`src/rtl/dce_pkg.sv`:
```
package dce_pkg;
  localparam int WORD_W = 32;
  localparam int CNT_W  = 16;
  localparam int PIO_W  = 4;
  localparam logic [1:0] ERR_BUS = 2'b10;

  typedef enum logic [1:0] {
    CMD_NONE    = 2'd0,
    CMD_DEV2MEM = 2'd1,
    CMD_MEM2DEV = 2'd2,
    CMD_SENSE   = 2'd3
  } xfer_cmd_e;

  typedef struct packed {
    logic [PIO_W-1:0] pio_n;
    logic             dec_sem;
    logic             irq;
    logic             chain;
    xfer_cmd_e        cmd;
  } ctl_t;

  typedef enum logic [3:0] {
    ST_IDLE, ST_NEXT, ST_CTRL, ST_BUF, ST_PRD, ST_PWR,
    ST_DRD, ST_DWR, ST_DCAP, ST_DMW, ST_DONE
  } st_e;

  // control half-word field positions
  function automatic ctl_t ctl_decode(input logic [15:0] c);
    ctl_t r;
    r.cmd     = xfer_cmd_e'(c[1:0]);
    r.chain   = c[2];
    r.irq     = c[3];
    r.dec_sem = c[6];
    r.pio_n   = c[15:12];
    return r;
  endfunction

  // byte count to whole 32-bit words, rounded up
  function automatic logic [CNT_W-1:0] words_of(input logic [CNT_W-1:0] n);
    logic [CNT_W:0] t;
    t = {1'b0, n} + (CNT_W+1)'(3);
    return {1'b0, t[CNT_W:2]};
  endfunction

  function automatic logic moves_data(input ctl_t c, input logic [CNT_W-1:0] w);
    return (w != '0) && (c.cmd == CMD_DEV2MEM || c.cmd == CMD_MEM2DEV);
  endfunction
endpackage

```
`src/rtl/dce_sem.sv`:
```
module dce_sem #(
  parameter int W = 8
) (
  input  logic         clk,
  input  logic         rst_n,
  input  logic         add_en,
  input  logic [W-1:0] add_val,
  input  logic         dec_en,
  output logic [W-1:0] count,
  output logic [W-1:0] count_nxt
);
  assign count_nxt = count + (add_en ? add_val : '0) - W'(dec_en);

  always_ff @(posedge clk or negedge rst_n) begin
    if (!rst_n) count <= '0;
    else        count <= count_nxt;
  end
endmodule

```
`src/rtl/dce_bus_gate.sv`:
```
module dce_bus_gate (
  input  logic clk,
  input  logic rst_n,
  input  logic want,
  input  logic hold,
  input  logic ack,
  output logic req
);
  logic issued;

  // a request already on the bus stays until answered; new ones wait for !hold
  assign req = want && (issued || !hold);

  always_ff @(posedge clk or negedge rst_n) begin
    if (!rst_n) issued <= 1'b0;
    else        issued <= req && !ack;
  end
endmodule

```
`src/rtl/desc_chain_engine.sv`:
```
module desc_chain_engine
  import dce_pkg::*;
#(
  parameter int AW    = 32,
  parameter int SEM_W = 8
) (
  input  logic              clk,
  input  logic              rst_n,
  input  logic              desc_addr_we,
  input  logic [AW-1:0]     desc_addr_wdata,
  input  logic              sem_add_we,
  input  logic [SEM_W-1:0]  sem_add_val,
  input  logic              freeze,
  output logic              mem_req,
  output logic              mem_we,
  output logic [AW-1:0]     mem_addr,
  output logic [WORD_W-1:0] mem_wdata,
  input  logic              mem_ack,
  input  logic [WORD_W-1:0] mem_rdata,
  input  logic              mem_err,
  output logic              pio_we,
  output logic [PIO_W-1:0]  pio_idx,
  output logic [WORD_W-1:0] pio_wdata,
  output logic              dev_wr,
  output logic [WORD_W-1:0] dev_wdata,
  output logic              dev_rd,
  input  logic [WORD_W-1:0] dev_rdata,
  output logic              cmpl_pulse,
  output logic              err_pulse,
  output logic [1:0]        err_code,
  output logic              busy,
  output logic [SEM_W-1:0]  sem_count,
  output logic [AW-1:0]     buf_addr,
  output logic [AW-1:0]     cur_desc
);
  localparam logic [AW-1:0] STEP = AW'(4);

  st_e               st;
  ctl_t              ctl_q;
  logic [AW-1:0]     cur_q, next_q, bar_q;
  logic [CNT_W-1:0]  wl_q;
  logic [WORD_W-1:0] data_q;
  logic [PIO_W-1:0]  pio_k;
  logic              armed_q;
  logic [SEM_W-1:0]  sem_q, sem_nxt;

  // named internal events
  logic mem_want, beat_ok, beat_bad, desc_done, last_pio, last_word;
  st_e  data_st;

  assign mem_want  = st inside {ST_NEXT, ST_CTRL, ST_BUF, ST_PRD, ST_DRD, ST_DMW};
  assign beat_ok   = mem_req && mem_ack && !mem_err;
  assign beat_bad  = mem_req && mem_ack && mem_err;
  assign desc_done = (st == ST_DONE);
  assign last_pio  = ({1'b0, pio_k} + 5'd1) == {1'b0, ctl_q.pio_n};
  assign last_word = (wl_q == CNT_W'(1));

  always_comb begin
    if (!moves_data(ctl_q, wl_q))        data_st = ST_DONE;
    else if (ctl_q.cmd == CMD_MEM2DEV)   data_st = ST_DRD;
    else                                 data_st = ST_DCAP;
  end

  dce_bus_gate u_gate (
    .clk(clk), .rst_n(rst_n), .want(mem_want), .hold(freeze),
    .ack(mem_ack), .req(mem_req)
  );

  dce_sem #(.W(SEM_W)) u_sem (
    .clk(clk), .rst_n(rst_n), .add_en(sem_add_we), .add_val(sem_add_val),
    .dec_en(desc_done && ctl_q.dec_sem), .count(sem_q), .count_nxt(sem_nxt)
  );

  always_comb begin
    case (st)
      ST_CTRL:         mem_addr = cur_q + STEP;
      ST_BUF:          mem_addr = cur_q + AW'(8);
      ST_PRD:          mem_addr = cur_q + AW'(12) + AW'({pio_k, 2'b00});
      ST_DRD, ST_DMW:  mem_addr = bar_q;
      default:         mem_addr = cur_q;
    endcase
  end

  assign mem_we     = (st == ST_DMW);
  assign mem_wdata  = data_q;
  assign pio_we     = (st == ST_PWR) && !freeze;
  assign pio_idx    = pio_k;
  assign pio_wdata  = data_q;
  assign dev_wr     = (st == ST_DWR) && !freeze;
  assign dev_wdata  = data_q;
  assign dev_rd     = (st == ST_DCAP) && !freeze;
  assign cmpl_pulse = desc_done && ctl_q.irq;
  assign err_pulse  = beat_bad;
  assign err_code   = beat_bad ? ERR_BUS : 2'b00;
  assign busy       = (st != ST_IDLE);
  assign sem_count  = sem_q;
  assign buf_addr   = bar_q;
  assign cur_desc   = cur_q;

  always_ff @(posedge clk or negedge rst_n) begin
    if (!rst_n) begin
      st      <= ST_IDLE;
      ctl_q   <= '0;
      cur_q   <= '0;
      next_q  <= '0;
      bar_q   <= '0;
      wl_q    <= '0;
      data_q  <= '0;
      pio_k   <= '0;
      armed_q <= 1'b0;
    end else begin
      case (st)
        ST_IDLE: begin
          if (desc_addr_we) begin
            cur_q   <= desc_addr_wdata;
            armed_q <= 1'b1;
          end else if (armed_q && sem_q != '0 && !freeze) begin
            st <= ST_NEXT;
          end
        end
        ST_NEXT: if (beat_ok) begin
          next_q <= AW'(mem_rdata);
          st     <= ST_CTRL;
        end
        ST_CTRL: if (beat_ok) begin
          ctl_q <= ctl_decode(mem_rdata[15:0]);
          wl_q  <= words_of(mem_rdata[31:16]);
          st    <= ST_BUF;
        end
        ST_BUF: if (beat_ok) begin
          bar_q <= AW'(mem_rdata);
          pio_k <= '0;
          st    <= (ctl_q.pio_n != '0) ? ST_PRD : data_st;
        end
        ST_PRD: if (beat_ok) begin
          data_q <= mem_rdata;
          st     <= ST_PWR;
        end
        ST_PWR: if (!freeze) begin
          pio_k <= pio_k + 1'b1;
          st    <= last_pio ? data_st : ST_PRD;
        end
        ST_DRD: if (beat_ok) begin
          data_q <= mem_rdata;
          st     <= ST_DWR;
        end
        ST_DWR: if (!freeze) begin
          bar_q <= bar_q + STEP;
          wl_q  <= wl_q - 1'b1;
          st    <= last_word ? ST_DONE : ST_DRD;
        end
        ST_DCAP: if (!freeze) begin
          data_q <= dev_rdata;
          st     <= ST_DMW;
        end
        ST_DMW: if (beat_ok) begin
          bar_q <= bar_q + STEP;
          wl_q  <= wl_q - 1'b1;
          st    <= last_word ? ST_DONE : ST_DCAP;
        end
        ST_DONE: begin
          if (ctl_q.chain) begin
            cur_q <= next_q;
            st    <= (sem_nxt != '0) ? ST_NEXT : ST_IDLE;
          end else begin
            st      <= ST_IDLE;
            armed_q <= 1'b0;
          end
        end
        default: st <= ST_IDLE;
      endcase
      if (beat_bad) begin
        st      <= ST_IDLE;
        armed_q <= 1'b0;
      end
    end
  end
endmodule

```
`config.mk`:
```
export PLATFORM = sky130hd
export DESIGN_NAME = desc_chain_engine
export DESIGN_NICKNAME = d
export VERILOG_FILES = /design/src/rtl/dce_pkg.sv /design/src/rtl/dce_sem.sv /design/src/rtl/dce_bus_gate.sv /design/src/rtl/desc_chain_engine.sv
export SDC_FILE = /design/constraint.sdc
export NUM_CORES = 1
export LEC_CHECK = 0
export ABC_AREA = 1
export BUFFER_PORTS_ARGS = -buffer_cell sky130_fd_sc_hd__clkbuf_2
export CAP_MARGIN = 20
export CORE_MARGIN = 2
export CORE_UTILIZATION = 45
export CTS_BUF_LIST = sky130_fd_sc_hd__clkbuf_16
export CTS_CLUSTER_SIZE = 30
export DETAILED_ROUTE_END_ITERATION = 7
export MAX_ROUTING_LAYER = met4
export PLACE_DENSITY = 0.81
export SYNTH_ARGS = -nofsm -noshare
export SYNTH_HDL_FRONTEND = slang
export SYNTH_SLANG_ARGS = --single-unit
```
`constraint.sdc`:
```
create_clock -name clk -period 7.7 [get_ports clk]
set_input_delay 0.385 -clock clk [delete_from_list [all_inputs] [get_ports clk]]
set_output_delay 0.385 -clock clk [all_outputs]
set_load 0.03 [all_outputs]
```
==> results summary <==
The flow ran to the end, and the final reports show no timing, DRC or antenna violations. Measured along the x axis, the die boundary spans 171 um. The standard-cell row count came out at 61.

Entering global routing, the biggest net connects 111 pins. The critical path starts at cur_desc[3]. The number of clock sinks is 171. After synthesis, the largest family of logic cells by area is simple AND/OR/NAND/NOR gates. The critical path in this run is classified as reg -> out. For this design, the slowest cell found on the critical path is dfrtp_1. Among all flip-flop cells after synthesis, the most frequent one is dfrtp_1. Of the total power, the clock network draws 0.132. The most numerous cell type found on the critical path is nand2_1. The die covers 0.0294 mm2. The final critical path time including I/O delays and setup came out at 3.96 ns. The destination of the worst hold path is cur_desc[1]. The detailed router finished its first iteration with 1375 violations. Of the total synthesized cell area, the portion taken by full adders, half adders and majority gates is 0.0320. The area growth from synthesis to final layout came out at 16.7%. The peak ir drop on the vdd network is 0.000258 V.

The number of nets produced by synthesis came out at 2082. In this run the power spent charging and discharging nets is 0.00433 W. The headroom to the max-slew limit came out at 0.321. The multiplexer area fraction after synthesis is 0.

The I/O pin count came out at 325. The first-pass iteration count of the detailed router is 5. The root buffer selected by CTS is clkbuf_16. The fraction of the mapped netlist area in simple logic gates is 0.342. The finished layout cell area is 0.0147 mm2. The proportion of synthesized flip-flops having asynchronous set or reset is 1.00.

The worst hold path stage count came out at 3. The number of nets in the layout came out at 2308. The repair_antennas step left the layout with diodes totalling 0.

Grouping stages by cell kind, the critical path spends the most delay in adder cells. The total wire length after detailed routing came out at 49300 um. The number of I/O port buffers came out at 323.

After legalization and detailed placement, the total HPWL measured 38400 um. The share of the synthesized area in compound gates (AO/OA/AOI/OAI) came out at 0.134. The final period utilization is 0.515. The via-per-instance ratio came out at 5.51.

The fmax is 252 MHz. The netlist area before placement is 0.0126 mm2. The synthesized area per cell is 6.50 um2. The number of fill cells in the layout came out at 2855.

In this run, synthesis produced a sequential element count of 171. The initial antenna violation count was 0. Together, buffers and inverters on the worst path number 4. For the pin with the worst max-slew slack, the measured transition is 1.01 ns. The count of flip-flops with a built-in enable after synthesis came out at 0. The sequential cell area in the final layout came out at 0.00428 mm2.

The number of pins with negative max-slew slack in the final report is 0. The share of total power dissipated in combinational logic is 0.594. The sequential fraction of the synthesis area is 0.339. The number of buffers inserted during clock tree synthesis is 17. The die is 171 um tall.

The CTS tree is done. Between clock sinks in the finished design, the worst skew comes to 0.0183 ns. The worst register-to-register path begins at st[1]. For the worst-skew pair, the clock arrives at the later sink with an insertion delay of 0.44 ns.

CTS built an H-tree with a depth of 4. The largest incremental delay on the critical path came out at 0.53 ns. The number of global-route vias before repair was 13000. The category of the worst setup path capture point is an output port. The worst path required time came out at 7.32 ns.

The total leakage power is 7.68 nW. The initial utilization of the core area, before any placement, comes to 0.455. In this run the power density over the cells is 504 mW/mm2.

Synthesis instantiated 47 different standard cells from the library. In this run the worst path has a maximum fanout of 9. After clock tree synthesis, the setup repair step added 0 buffers. The post-route antenna net violation count is 0. The tool flagged a number of max-cap violations equal to 0. The count of warnings emitted by yosys is 0. The endpoint identified for the worst register-to-register timing path is st[0]. The number of standard cells after synthesis is 1940. The area of the core is 0.0277 mm2. Routability-driven placement finished with a final weighted congestion of 0.993.

STA classifies the critical path startpoint as a flip-flop. Total power for the finished layout comes to 0.00741 W. The startpoint identified for the worst hold timing path is desc_addr_wdata[1]. Setup repair after global routing left no endpoint under its margin. The total overflow left after global routing is 0. The count of cells resized by post-cts repair is 0.

The final hold violation count came to 0. The number of vias in the routed layout is 14100. Of the total power, registers draw 0.274.

The worst hold-check path type is in -> reg. The xor and xnor fraction of the mapped netlist area came out at 0.0188. The share of final-layout standard cells stronger than drive strength 1 came out at 0.183. The area of combinational cells with multiple inputs is 0.00666 mm2.

The setup TNS is 0 ns. Cell internal power was estimated by the tool at 0.00309 W. The placed cell area came out at 0.0140 mm2. The first global-routing pass estimated 74500 um of wire. The reg2reg setup slack came out at 4.20 ns. The number of cells on the worst reg-to-reg path came out at 19. The clock input transition at the sequential cells of the worst setup and hold paths came out at 0.09 ns. The final routed DRC violation total came out at 0. The per-cell routed wire length came out at 19.3 um. For this run, the total global-route usage over all layers was measured as 0.344. The number of failing setup endpoints in the final timing report is 0.

The arrival time of data at the critical path endpoint came out at 3.58 ns. The critical path goes through inv_1 > ha_1 > inv_1 > ha_1 > fa_1 > nand2_1 > nand2_1 > nand2_1 > nand2_1 > nand2_1 > o21ai_0 > inv_1 > nor2_1 > o21ai_0 > o21ai_0 > clkbuf_2. The number of buffers on the longest clock path came out at 2.

The switching share of total power is 0.584.
Yosys cell counts (4+ instances only):
master | count | area share
o21ai_1 | 19 | 0.0075
buf_4 | 69 | 0.041
nor2_1 | 187 | 0.056
buf_2 | 28 | 0.011
xnor2_1 | 8 | 0.0056
a31oi_1 | 38 | 0.019
inv_1 | 228 | 0.068
nor3_1 | 31 | 0.012
clkbuf_1 | 26 | 0.0077
nand3b_1 | 8 | 0.0048
a21oi_1 | 22 | 0.0087
nand4_1 | 26 | 0.013
or2_2 | 5 | 0.0025
o21ai_0 | 171 | 0.068
o22ai_1 | 9 | 0.0045
o211ai_1 | 11 | 0.0065
o2111ai_1 | 9 | 0.0063
inv_2 | 6 | 0.0018
nand2_1 | 644 | 0.19
a22oi_1 | 5 | 0.0030
nand2_2 | 7 | 0.0035
nand3_1 | 124 | 0.049
ha_1 | 29 | 0.029
xor2_1 | 19 | 0.013
clkinv_1 | 4 | 0.0012
nor2_2 | 5 | 0.0025
dfrtp_1 | 171 | 0.34
placed cells by master (no fill, tap or decap), drive strengths merged, types with 3 or more instances in the layout:
cell / n
nand2: 652
bufinv: 3
o2111ai: 9
xor2: 19
xnor2: 8
nor3: 31
dfrtp: 171
ha: 29
inv: 241
a21oi: 24
a22oi: 5
nor2: 193
clkinv: 9
nand4: 27
o211ai: 11
clkbuf: 339
nand3b: 8
or2: 5
nand3: 124
a31oi: 38
o31ai: 3
nor4: 3
o21ai: 193
buf: 11
o22ai: 9
logic make-up after synthesis:
logic type,Yosys count
adders and majority gates,31
buffers and inverters,365
AOI/OAI and AO/OA,299
other,1
xor gates and xnor gates,27
and+or+nand+nor,1046
DFF,171
power groups by stage:
stage	clock network (W)	logic (W)	registers, W
floorplan	0	0.00284	0.00227
global placement	0	0.00432	0.00200
detailed placement	0	0.00436	0.00201
CTS	0.000983	0.00437	0.00200
global route	0.00102	0.00480	0.00207
finish	0.000978	0.00440	0.00203
per-stage QoR:
stage	hold WS, ns	cells	setup WS [ns]	utilization
2_1_floorplan	0.0894	1940	4.46	-
3_3_place_gp	0.458	2522	4.23	0.505
3_5_place_dp	0.474	2522	4.19	0.505
4_1_cts	0.148	2554	3.83	0.529
5_1_grt	0.186	2557	3.56	0.531
6_report	0.176	2557	3.74	0.531
metal layers:
metal,vias to the layer above,share of wire,global-route usage
li1,6625,-,-
met1,6601,0.42,0.452
met2,736,0.46,0.548
met3,125,0.084,0.0502
met4,0,0.034,0.117
met5,-,0,-
worst min-delay path, delay by kind of cell:
family                 cells  cell delay (ns)
buffers and inverters      1             0.08
and+or+nand+nor            1             0.06
AOI/OAI and AO/OA          1             0.07
layout make-up:
| type | instances | area share |
|---|---|---|
| sequential | 171 | 0.291 |
| inverter | 238 | 0.0607 |
| clock buffer | 17 | 0.0289 |
| tap | 378 | 0.0321 |
| timing repair buffer | 334 | 0.118 |
| multi-input combinational | 1404 | 0.453 |
| clock inverter | 15 | 0.0165 |
repair_timing:
action,in CTS,in global routing
hold endpoints to repair,0,15
endpoints found under the setup margin,0,0
hold buffers,0,1
flip-flops by register name, indices dropped and copies added, names as in the netlist:
| register | flops |
|---|---|
| armed_q | 1 |
| ctl_q | 9 |
| u_sem.count | 8 |
| pio_idx | 4 |
| st | 4 |
| next_q | 32 |
| dev_wdata | 32 |
| u_gate.issued | 1 |
| cur_desc | 32 |
| buf_addr | 32 |
| wl_q | 16 |
worst max path at each step:
stage,end,cells past startpoint
finish,mem_addr[9],16
global route,mem_addr[9],16
CTS,mem_addr[9],16
detailed placement,st[0],19
floorplan,mem_addr[13],14
global placement,st[0],19
No activity file was read; power rests on OpenSTA's default activity.
